## config.mk

```make
export PLATFORM = sky130hd
export DESIGN_NAME = spi_cmd_framer
export DESIGN_NICKNAME = d
export VERILOG_FILES = /design/src/rtl/cfr_pkg.sv /design/src/rtl/cfr_crc7.sv /design/src/rtl/cfr_layout.sv /design/src/rtl/spi_cmd_framer.sv
export SDC_FILE = /design/constraint.sdc
export NUM_CORES = 1
export LEC_CHECK = 0
export BUFFER_PORTS_ARGS = -buffer_cell sky130_fd_sc_hd__buf_2
export CAP_MARGIN = 20
export CORE_AREA = 2 2 98 100
export CTS_BUF_LIST = sky130_fd_sc_hd__clkbuf_8
export DETAILED_ROUTE_END_ITERATION = 10
export DIE_AREA = 0 0 100 102
export MAX_ROUTING_LAYER = met4
export PLACE_DENSITY = 0.87
export SLEW_MARGIN = 0
export SYNTH_ARGS = -nofsm -noshare
export SYNTH_HDL_FRONTEND = slang
export SYNTH_HIERARCHICAL = 1
export SYNTH_SLANG_ARGS = --single-unit
```

## constraint.sdc

```tcl
create_clock -name clk -period 4.94 [get_ports clk]
set_input_delay 0.494 -clock clk [delete_from_list [all_inputs] [get_ports clk]]
set_output_delay 0.494 -clock clk [all_outputs]
set_load 0.005 [all_outputs]
```

## src/rtl/cfr_pkg.sv

```systemverilog
package cfr_pkg;
    localparam int BYTE_W   = 8;
    localparam int ADDR_W   = 24;
    localparam int DATA_W   = 32;
    localparam int SIZE_W   = 24;
    localparam int CRC_W    = 7;
    localparam int HDR_MAX  = 8;
    localparam int CNT_W    = $clog2(HDR_MAX + 2);
    localparam logic [CRC_W-1:0] CRC_SEED = 7'h7F;
    localparam logic [CRC_W-1:0] CRC_POLY = 7'h09;

    localparam logic [7:0] OP_BLK_WR    = 8'hC1;
    localparam logic [7:0] OP_BLK_RD    = 8'hC2;
    localparam logic [7:0] OP_LOC_WR    = 8'hC3;
    localparam logic [7:0] OP_LOC_RD    = 8'hC4;
    localparam logic [7:0] OP_STOP      = 8'hC5;
    localparam logic [7:0] OP_AGAIN     = 8'hC6;
    localparam logic [7:0] OP_XBLK_WR   = 8'hC7;
    localparam logic [7:0] OP_XBLK_RD   = 8'hC8;
    localparam logic [7:0] OP_WORD_WR   = 8'hC9;
    localparam logic [7:0] OP_WORD_RD   = 8'hCA;
    localparam logic [7:0] OP_RESTART   = 8'hCF;

    typedef enum logic [1:0] {
        ST_IDLE,
        ST_SEND,
        ST_DONE,
        ST_FAULT
    } cfr_state_e;

    typedef logic [HDR_MAX-1:0][BYTE_W-1:0] hdr_t;
endpackage

```

## src/rtl/cfr_crc7.sv

```systemverilog
module cfr_crc7
    import cfr_pkg::*;
(
    input  logic [CRC_W-1:0]  crc_i,
    input  logic [BYTE_W-1:0] byte_i,
    output logic [CRC_W-1:0]  crc_o
);
    always_comb begin
        logic [CRC_W-1:0] c;
        logic             fb;
        c = crc_i;
        for (int i = BYTE_W - 1; i >= 0; i--) begin
            fb = c[CRC_W-1] ^ byte_i[i];
            c  = {c[CRC_W-2:0], 1'b0} ^ (fb ? CRC_POLY : '0);
        end
        crc_o = c;
    end
endmodule

```

## src/rtl/cfr_layout.sv

```systemverilog
module cfr_layout
    import cfr_pkg::*;
(
    input  logic [7:0]        opcode_i,
    input  logic [ADDR_W-1:0] addr_i,
    input  logic [DATA_W-1:0] data_i,
    input  logic [SIZE_W-1:0] size_i,
    input  logic              clockless_i,
    output hdr_t              hdr_o,
    output logic [CNT_W-1:0]  hdr_len_o,
    output logic              known_o
);
    logic [7:0] loc_hi;

    always_comb begin
        loc_hi    = addr_i[15:8] | {clockless_i, 7'b0};
        hdr_o     = '0;
        hdr_o[0]  = opcode_i;
        hdr_len_o = CNT_W'(4);
        known_o   = 1'b1;
        unique case (opcode_i)
            OP_WORD_RD: begin
                hdr_o[1] = addr_i[23:16];
                hdr_o[2] = addr_i[15:8];
                hdr_o[3] = addr_i[7:0];
            end
            OP_LOC_RD: begin
                hdr_o[1] = loc_hi;
                hdr_o[2] = addr_i[7:0];
                hdr_o[3] = 8'h00;
            end
            OP_LOC_WR: begin
                hdr_o[1]  = loc_hi;
                hdr_o[2]  = addr_i[7:0];
                hdr_o[3]  = data_i[31:24];
                hdr_o[4]  = data_i[23:16];
                hdr_o[5]  = data_i[15:8];
                hdr_o[6]  = data_i[7:0];
                hdr_len_o = CNT_W'(7);
            end
            OP_STOP, OP_AGAIN: begin
                hdr_o[1] = 8'h00;
                hdr_o[2] = 8'h00;
                hdr_o[3] = 8'h00;
            end
            OP_RESTART: begin
                hdr_o[1] = 8'hFF;
                hdr_o[2] = 8'hFF;
                hdr_o[3] = 8'hFF;
            end
            OP_BLK_WR, OP_BLK_RD: begin
                hdr_o[1]  = addr_i[23:16];
                hdr_o[2]  = addr_i[15:8];
                hdr_o[3]  = addr_i[7:0];
                hdr_o[4]  = size_i[15:8];
                hdr_o[5]  = size_i[7:0];
                hdr_len_o = CNT_W'(6);
            end
            OP_XBLK_WR, OP_XBLK_RD: begin
                hdr_o[1]  = addr_i[23:16];
                hdr_o[2]  = addr_i[15:8];
                hdr_o[3]  = addr_i[7:0];
                hdr_o[4]  = size_i[23:16];
                hdr_o[5]  = size_i[15:8];
                hdr_o[6]  = size_i[7:0];
                hdr_len_o = CNT_W'(7);
            end
            OP_WORD_WR: begin
                hdr_o[1]  = addr_i[23:16];
                hdr_o[2]  = addr_i[15:8];
                hdr_o[3]  = addr_i[7:0];
                hdr_o[4]  = data_i[31:24];
                hdr_o[5]  = data_i[23:16];
                hdr_o[6]  = data_i[15:8];
                hdr_o[7]  = data_i[7:0];
                hdr_len_o = CNT_W'(8);
            end
            default: begin
                known_o = 1'b0;
            end
        endcase
    end
endmodule

```

## src/rtl/spi_cmd_framer.sv

```systemverilog
module spi_cmd_framer
    import cfr_pkg::*;
(
    input  logic              clk,
    input  logic              rst_n,
    input  logic              start_i,
    input  logic [7:0]        opcode_i,
    input  logic [ADDR_W-1:0] addr_i,
    input  logic [DATA_W-1:0] data_i,
    input  logic [SIZE_W-1:0] size_i,
    input  logic              clockless_i,
    input  logic              crc_en_i,
    output logic [7:0]        tx_data_o,
    output logic              tx_valid_o,
    input  logic              tx_ready_i,
    output logic              busy_o,
    output logic              done_o,
    output logic              err_o
);
    cfr_state_e       state_q, state_d;
    hdr_t             lay_hdr, hdr_q;
    logic [CNT_W-1:0] lay_len, len_q, idx_q, last_idx;
    logic             lay_known, crc_en_q;
    logic [CRC_W-1:0] crc_q, crc_nxt;
    logic             beat, in_hdr, accept;

    cfr_layout u_layout (
        .opcode_i    (opcode_i),
        .addr_i      (addr_i),
        .data_i      (data_i),
        .size_i      (size_i),
        .clockless_i (clockless_i),
        .hdr_o       (lay_hdr),
        .hdr_len_o   (lay_len),
        .known_o     (lay_known)
    );

    cfr_crc7 u_crc (
        .crc_i  (crc_q),
        .byte_i (hdr_q[idx_q[2:0]]),
        .crc_o  (crc_nxt)
    );

    assign in_hdr   = (idx_q < len_q);
    assign last_idx = len_q - CNT_W'(1) + CNT_W'(crc_en_q);
    assign beat     = (state_q == ST_SEND) && tx_ready_i;
    assign accept   = (state_q == ST_IDLE) && start_i && lay_known;

    // next-state logic
    always_comb begin
        state_d = state_q;
        unique case (state_q)
            ST_IDLE: begin
                if (start_i) state_d = lay_known ? ST_SEND : ST_FAULT;
            end
            ST_SEND: begin
                if (beat && (idx_q == last_idx)) state_d = ST_DONE;
            end
            ST_DONE:  state_d = ST_IDLE;
            ST_FAULT: state_d = ST_IDLE;
            default:  state_d = ST_IDLE;
        endcase
    end

    // state register
    always_ff @(posedge clk or negedge rst_n) begin
        if (!rst_n) state_q <= ST_IDLE;
        else        state_q <= state_d;
    end

    // frame datapath
    always_ff @(posedge clk or negedge rst_n) begin
        if (!rst_n) begin
            hdr_q    <= '0;
            len_q    <= CNT_W'(4);
            crc_en_q <= 1'b0;
            idx_q    <= '0;
            crc_q    <= CRC_SEED;
        end else if (accept) begin
            hdr_q    <= lay_hdr;
            len_q    <= lay_len;
            crc_en_q <= crc_en_i;
            idx_q    <= '0;
            crc_q    <= CRC_SEED;
        end else if (beat) begin
            idx_q <= idx_q + CNT_W'(1);
            if (in_hdr) crc_q <= crc_nxt;
        end
    end

    // outputs
    always_comb begin
        tx_valid_o = (state_q == ST_SEND);
        tx_data_o  = in_hdr ? hdr_q[idx_q[2:0]] : {crc_q, 1'b0};
        busy_o     = (state_q != ST_IDLE);
        done_o     = (state_q == ST_DONE);
        err_o      = (state_q == ST_FAULT);
    end
endmodule

```

### Word-level counts from Yosys, hierarchy flattened

Cells that the tools add are included.

| word-level totals | value |
|---|---|
| bits in registers | 82 |
| output and inout bits | 12 |

| cells by class | value |
|---|---|
| add/subtract/negate cells | 3 |
| $lt $le $gt $ge | 2 |
| equality and inequality tests | 17 |
| mux-type cells | 26 |
| bitwise logic cells | 17 |
| reduce and logical (&&, ||, !) cells | 16 |

Operators by type and width:

| cell | number |
|---|---|
| 24-bit case mux with 4 select lines | 1 |
| 8-bit equality test (second input constant) | 11 |
| 16-bit case mux with 4 select lines | 1 |
| 7-bit XOR | 8 |
| 4-bit two-way mux | 10 |
| 8-bit binary-select mux with 3-bit select | 1 |
| 8-bit two-way mux | 3 |
| 8-bit case mux with 3 select lines | 1 |
| 7-bit two-way mux | 3 |
| 4-bit case mux with 3 select lines | 1 |
| 11-bit OR reduction | 1 |
| 8-bit bitwise OR | 1 |
| 1-bit XOR | 8 |
| 2-bit two-way mux | 3 |
| 2-bit case mux with 3 select lines | 1 |
| 2-bit nonzero test | 3 |
| 2-bit OR reduction | 3 |
| 6-bit OR reduction | 1 |
| 4-bit by 1-bit adder with 4-bit output | 1 |
| 4-bit by 1-bit adder with 4-bit output (second input constant) | 1 |
| 2-bit equality test (second input constant) | 2 |
| 4-bit equality test | 1 |
| 1-bit logical AND | 4 |
| 3-bit by 4-bit less-than comparator with 1-bit output (second input constant) | 1 |
| 9 further kinds | 10 |

### Depth between registers and ports, before layout

| logic depth | value |
|---|---|
| depth in word-level cells | 29 |
| mapped depth | 10 |

### Cells and area by module

The synthesis kept the hierarchy.

By module, submodules not included:

| module | instances | cells each | area an instance (um^2) | seq. area each (um^2) |
|---|---|---|---|---|
| spi_cmd_framer | 1 | 408 | 3983.8 | 2062.0 |
| cfr_layout | 1 | 182 | 1353.8 | 0.0 |
| cfr_crc7 | 1 | 15 | 224.0 | 0.0 |

### Worst setup path before layout

Ideal clock, no wire load.

| path | value |
|---|---|
| path kind | input to register |
| start point | in opcode_i[1] |
| end point | reg crc_q[4] |
| setup time | 0.075 ns |
| data arrival time | 2.457 ns |
| data required time | 4.865 ns |
| slack | 2.408 ns |
| stages on the path | 10 |
| cell sequence | buf_6 buf_4 clkbuf_1 a21oi_1 a211oi_1 nor4bb_1 clkbuf_1 clkbuf_1 nor2_1 mux2i_1 |

| between the ends | value |
|---|---|
| cells in the longest elaborated chain, start to end | 6 |
| elaborated cells on any way between the ends | 18 |
| classes of those cells | eq/ne (11); mux (2); reduce/logical (5) |

Ends and longest elaborated chain:

| what | RTL line | RTL |
|---|---|---|
| from (decl) | spi_cmd_framer.sv:7 | `input logic [7:0] opcode_i,` |
| 8-bit equality test | cfr_layout.sv:21 | `unique case (opcode_i)` |
| 11-bit OR reduction (no line) * | -- |  |
| 1-bit two-way mux * | cfr_layout.sv:21 |  |
| named net lay_known | spi_cmd_framer.sv:23 | `logic lay_known, crc_en_q;` |
| 1-bit logical AND * | spi_cmd_framer.sv:47 | `assign accept = (state_q == ST_IDLE) && start_i && lay_known;` |
| 2-bit nonzero test (no line) | -- |  |
| 2-bit AND reduction (no line) | -- |  |
| to (signal assigned) | spi_cmd_framer.sv:87 | `if (in_hdr) crc_q <= crc_nxt;` |
| to (decl) | spi_cmd_framer.sv:24 | `logic [CRC_W-1:0] crc_q, crc_nxt;` |

Mark *: on every way through the listed nets, which the timed path passes. The rest lies on a longest branch.
A chain may end at the register's enable or synchronous reset.

### Final worst setup path

| path | value |
|---|---|
| start point | reg idx_q[0] |
| end point | out tx_data_o[3] |

| between the ends | value |
|---|---|
| cells in the longest elaborated chain, start to end | 3 |
| elaborated cells on any way between the ends | 4 |
| classes of those cells | order compare (1); mux (3) |

Ends and longest elaborated chain:

| what | RTL line | RTL |
|---|---|---|
| from (decl) | spi_cmd_framer.sv:22 | `logic [CNT_W-1:0] lay_len, len_q, idx_q, last_idx;` |
| from (signal assigned) | spi_cmd_framer.sv:86 | `idx_q <= idx_q + CNT_W'(1);` |
| 8-bit binary-select mux with 3-bit select | spi_cmd_framer.sv:94 | `tx_data_o = in_hdr ? hdr_q[idx_q[2:0]] : {crc_q, 1'b0};` |
| 8-bit two-way mux (not written as such) | spi_cmd_framer.sv:94 |  |
| 8-bit two-way mux * | spi_cmd_framer.sv:94 |  |
| to (decl) | spi_cmd_framer.sv:13 | `output logic [7:0] tx_data_o,` |

Every way passes the cells marked *; elsewhere a longest branch is shown, timed or not. The select of a mux whose other input is x is not followed.

==> flow_metrics.env <==
export IMPL_via_per_inst=6.082
export IMPL_synth_nets=705
export IMPL_postSynthAreaPerCell_um2=9.193
export IMPL_cp_required_ns=4.45
export IMPL_htreeDepth=3
export IMPL_cp_max_fo=21
export IMPL_fp_coreArea_mm2=0.009109
export IMPL_grt_setup_unrepaired="false"
export IMPL_grt_pass1_vias=4507
export IMPL_cp_start_kind="register"
export IMPL_cts_buffer_depth=2
export IMPL_synthDistinctLibCells=51
export IMPL_grt_usage_pct=29.06
export IMPL_num_antenna_cells=0
export IMPL_ys_ff_latch=82
export IMPL_rows=35
export IMPL_finalCriticalPeriod_ns=3.357
export IMPL_grt_pass1_wl_um=22310
export IMPL_cap_viol_max_count=0
export IMPL_drtIter0Drc=466
export IMPL_dp_slack_ns=1.656
export IMPL_hpwlAfterDp_um=9846
export IMPL_start_util_pct=61.06
export IMPL_final_seq_area_mm2=0.002062
export IMPL_min_period_over_period_pct=67.95
export IMPL_synth_edf_count=0
export IMPL_holdWs_ns=0.3483
export IMPL_criticalPathCategory="register to output port"
export IMPL_fillCellCount=672
export IMPL_netlist_area_mm2=0.005562
export IMPL_final_max_slew_viol_count=0
export IMPL_cts_buffers=9
export IMPL_fin_ws_ns=1.583
export IMPL_drc=0
export IMPL_dieArea_mm2=0.01020
export IMPL_antenna_found_initial=0
export IMPL_tritoncts="yes"
export IMPL_finalHoldViolCount=0
export IMPL_dr_pass1_iters=5
export IMPL_path_clk_slew_ns=0.09
export IMPL_dieWidth_um=100
export IMPL_clock_latency_ns=0.35
export IMPL_wl_per_cell_um=17.79
export IMPL_pin_count=106
export IMPL_power_leakage_nw=3.215
export IMPL_dp_cells=771
export IMPL_fmax_mhz=297.9
export IMPL_setup_tns_final_ns=0
export IMPL_num_vias=4817
export IMPL_tightestPinTransition_ns=1.092
export IMPL_synth_seq_area_share_pct=37.08
export IMPL_grt_overflow=0
export IMPL_stdcell_count=792
export IMPL_arrival_ns=2.86
export IMPL_antenna_left=0
export IMPL_max_slew_margin_rel_pct=27.20
export IMPL_netlist_instances=605
export IMPL_endpoint_kind="output port"
export IMPL_async_flop_share_pct=100.0
export IMPL_status="finished clean"
export IMPL_drt_total_wl_um=14090
export IMPL_gp_congestion=0.8864
export IMPL_grt_max_degree=83
export IMPL_p_per_area_mw_per_mm2=356.6
export IMPL_place_area_mm2=0.005971
export IMPL_fin_nets=776
export IMPL_cts_sinks=82
export IMPL_hold_class="input port to register"
export IMPL_multiInputGateArea_mm2=0.003174
export IMPL_synth_ff_type="dfrtp_1"
export IMPL_fin_skew_ns=0.01346
export IMPL_cts_root_buffer="clkbuf_8"
export IMPL_drive_gt1_share_pct=28.19
export IMPL_io_buffers=105
export IMPL_yosys_warnings=6
export IMPL_r2r_setup_slack_ns=1.93
export IMPL_finalSetupViolations=0
export IMPL_design_area_mm2=0.006231
export IMPL_ir_worst_vdd_v=0.0002426
export IMPL_die_h_um=102
export IMPL_area_delta_synth_final_pct=12.04
[flip-flops by register name (all words and copies together) (netlist names)]
name and count:
state_q 2, len_q 4, hdr_q 64, idx_q 4, crc_q 7, crc_en_q 1
[where the power goes]
| part | switching, W | leakage, nW | internal (W) |
|---|---|---|---|
| combinational | 0.000369 | 2.02 | 0.000459 |
| sequential | 0.000141 | 1.09 | 0.000786 |
| clock | 0.000225 | 0.110 | 0.000241 |
[what timing repair did]
action	CTS	global route
resized for setup	0	0
hold buffers	0	1
buffers inserted	0	0
hold endpoints to repair	0	5
[cell families (layout without fill, tap and decap cells)]
family                   Yosys count  after routing  share of synthesized area (%)
AND/OR/NAND/NOR                  280            280                          21.78
XOR/XNOR                          24             24                          5.444
buffers and inverters             62            138                          6.209
multiplexers                      55             55                          14.94
adder cells (fa/ha/maj)            6              6                          1.350
flip-flops                        82             82                          37.08
AO/OA/AOI/OAI                     96             96                          13.21
[cells in the mapped netlist (2+ instances only)]
master	n	area, um2
buf_2	11	55.05
nor2b_1	6	37.54
xnor3_1	4	90.09
o21a_1	3	22.52
xor2_1	8	70.07
a21oi_1	2	10.01
nand4bb_1	2	22.52
o21ai_0	23	115.1
nor2_1	22	82.58
mux2_2	31	349.1
xnor2_2	5	81.33
buf_6	6	67.56
clkbuf_1	27	101.4
ha_1	6	75.07
dfrtp_1	74	1852
nor3_1	2	10.01
a221o_1	23	230.2
nand2b_1	2	12.51
nand2_1	216	810.8
inv_1	6	22.52
mux4_2	5	112.6
a22oi_1	40	300.3
nor3_2	2	20.02
and2_1	9	56.30
dfstp_2	8	210.2
or3_1	2	12.51
mux4_1	11	289.0
mux2i_1	8	80.08
or2_2	4	25.02
xnor2_1	7	61.31
buf_4	10	75.07
[worst max-delay path, cell delays in order, from the launching register on]
cell       delay [ns]
dfrtp_1          0.79
nand2b_1         0.33
a2111oi_0        0.58
nor2_1           0.32
mux2_2           0.36
buf_2            0.13
[final cells by class]
type | count | share of cell area, %
Multi-Input combinational cell | 461 | 50.94
Sequential cell | 82 | 33.09
Timing Repair Buffer | 116 | 10.34
Tap cell | 111 | 2.229
Clock buffer | 10 | 2.209
Clock inverter | 6 | 0.8233
Inverter | 6 | 0.3614
[path summary, 6_finish.rpt]
path | startpoint | endpoint | cells after the start
min in group asynchronous | rst_n | state_q[0]$_DFFE_PN0P_ | 2
worst min-delay path | crc_en_i | crc_en_q$_DFFE_PN0P_ | 3
worst min register to register | hdr_q[33]$_DFFE_PN0P_ | hdr_q[33]$_DFFE_PN0P_ | 2
worst max register to register | idx_q[0]$_DFFE_PN0P_ | crc_q[4]$_DFFE_PN1P_ | 6
max in group asynchronous | rst_n | crc_q[4]$_DFFE_PN1P_ | 3
worst max-delay path | idx_q[0]$_DFFE_PN0P_ | tx_data_o[3] | 5
[stage by stage]
stage / power, W / util, %
5_1_grt: 0.002351 / 68.41
2_1_floorplan: 0.001557 / -
6_report: 0.002222 / 68.41
3_3_place_gp: 0.001711 / 65.55
4_1_cts: 0.002224 / 67.62
3_5_place_dp: 0.001760 / 65.55
[metal layers]
metal	part of all wire (%)	global-route usage, %	wire length (um)	vias to the layer above
met5	0	-	0	-
met4	3.4	13.91	484	0
met3	6.8	2.941	963	32
met2	50	46.78	6996	234
met1	40	37.41	5646	2312
li1	-	-	-	2239
[cell usage in the layout (no fill, tap or decap), types with 2 or more instances in the layout]
cell type and count:
nor3_2 2, xnor3_1 4, clkinv_2 2, or3_1 2, buf_4 8, mux4_2 5
mux2i_1 8, or2_2 4, xor2_1 8, nand2_1 216, dfrtp_1 74, a221o_1 23
nor3_1 2, mux2_2 31, a21oi_1 2, o21a_1 3, inv_1 9, mux4_1 11
dfstp_2 8, and2_1 9, buf_2 104, xnor2_1 7, clkbuf_8 10, ha_1 6
nor2_1 22, xnor2_2 5, a22oi_1 40, nor2b_1 6, nand2b_1 2, o21ai_0 23
Note: power is estimated with default switching activity, not from simulation.
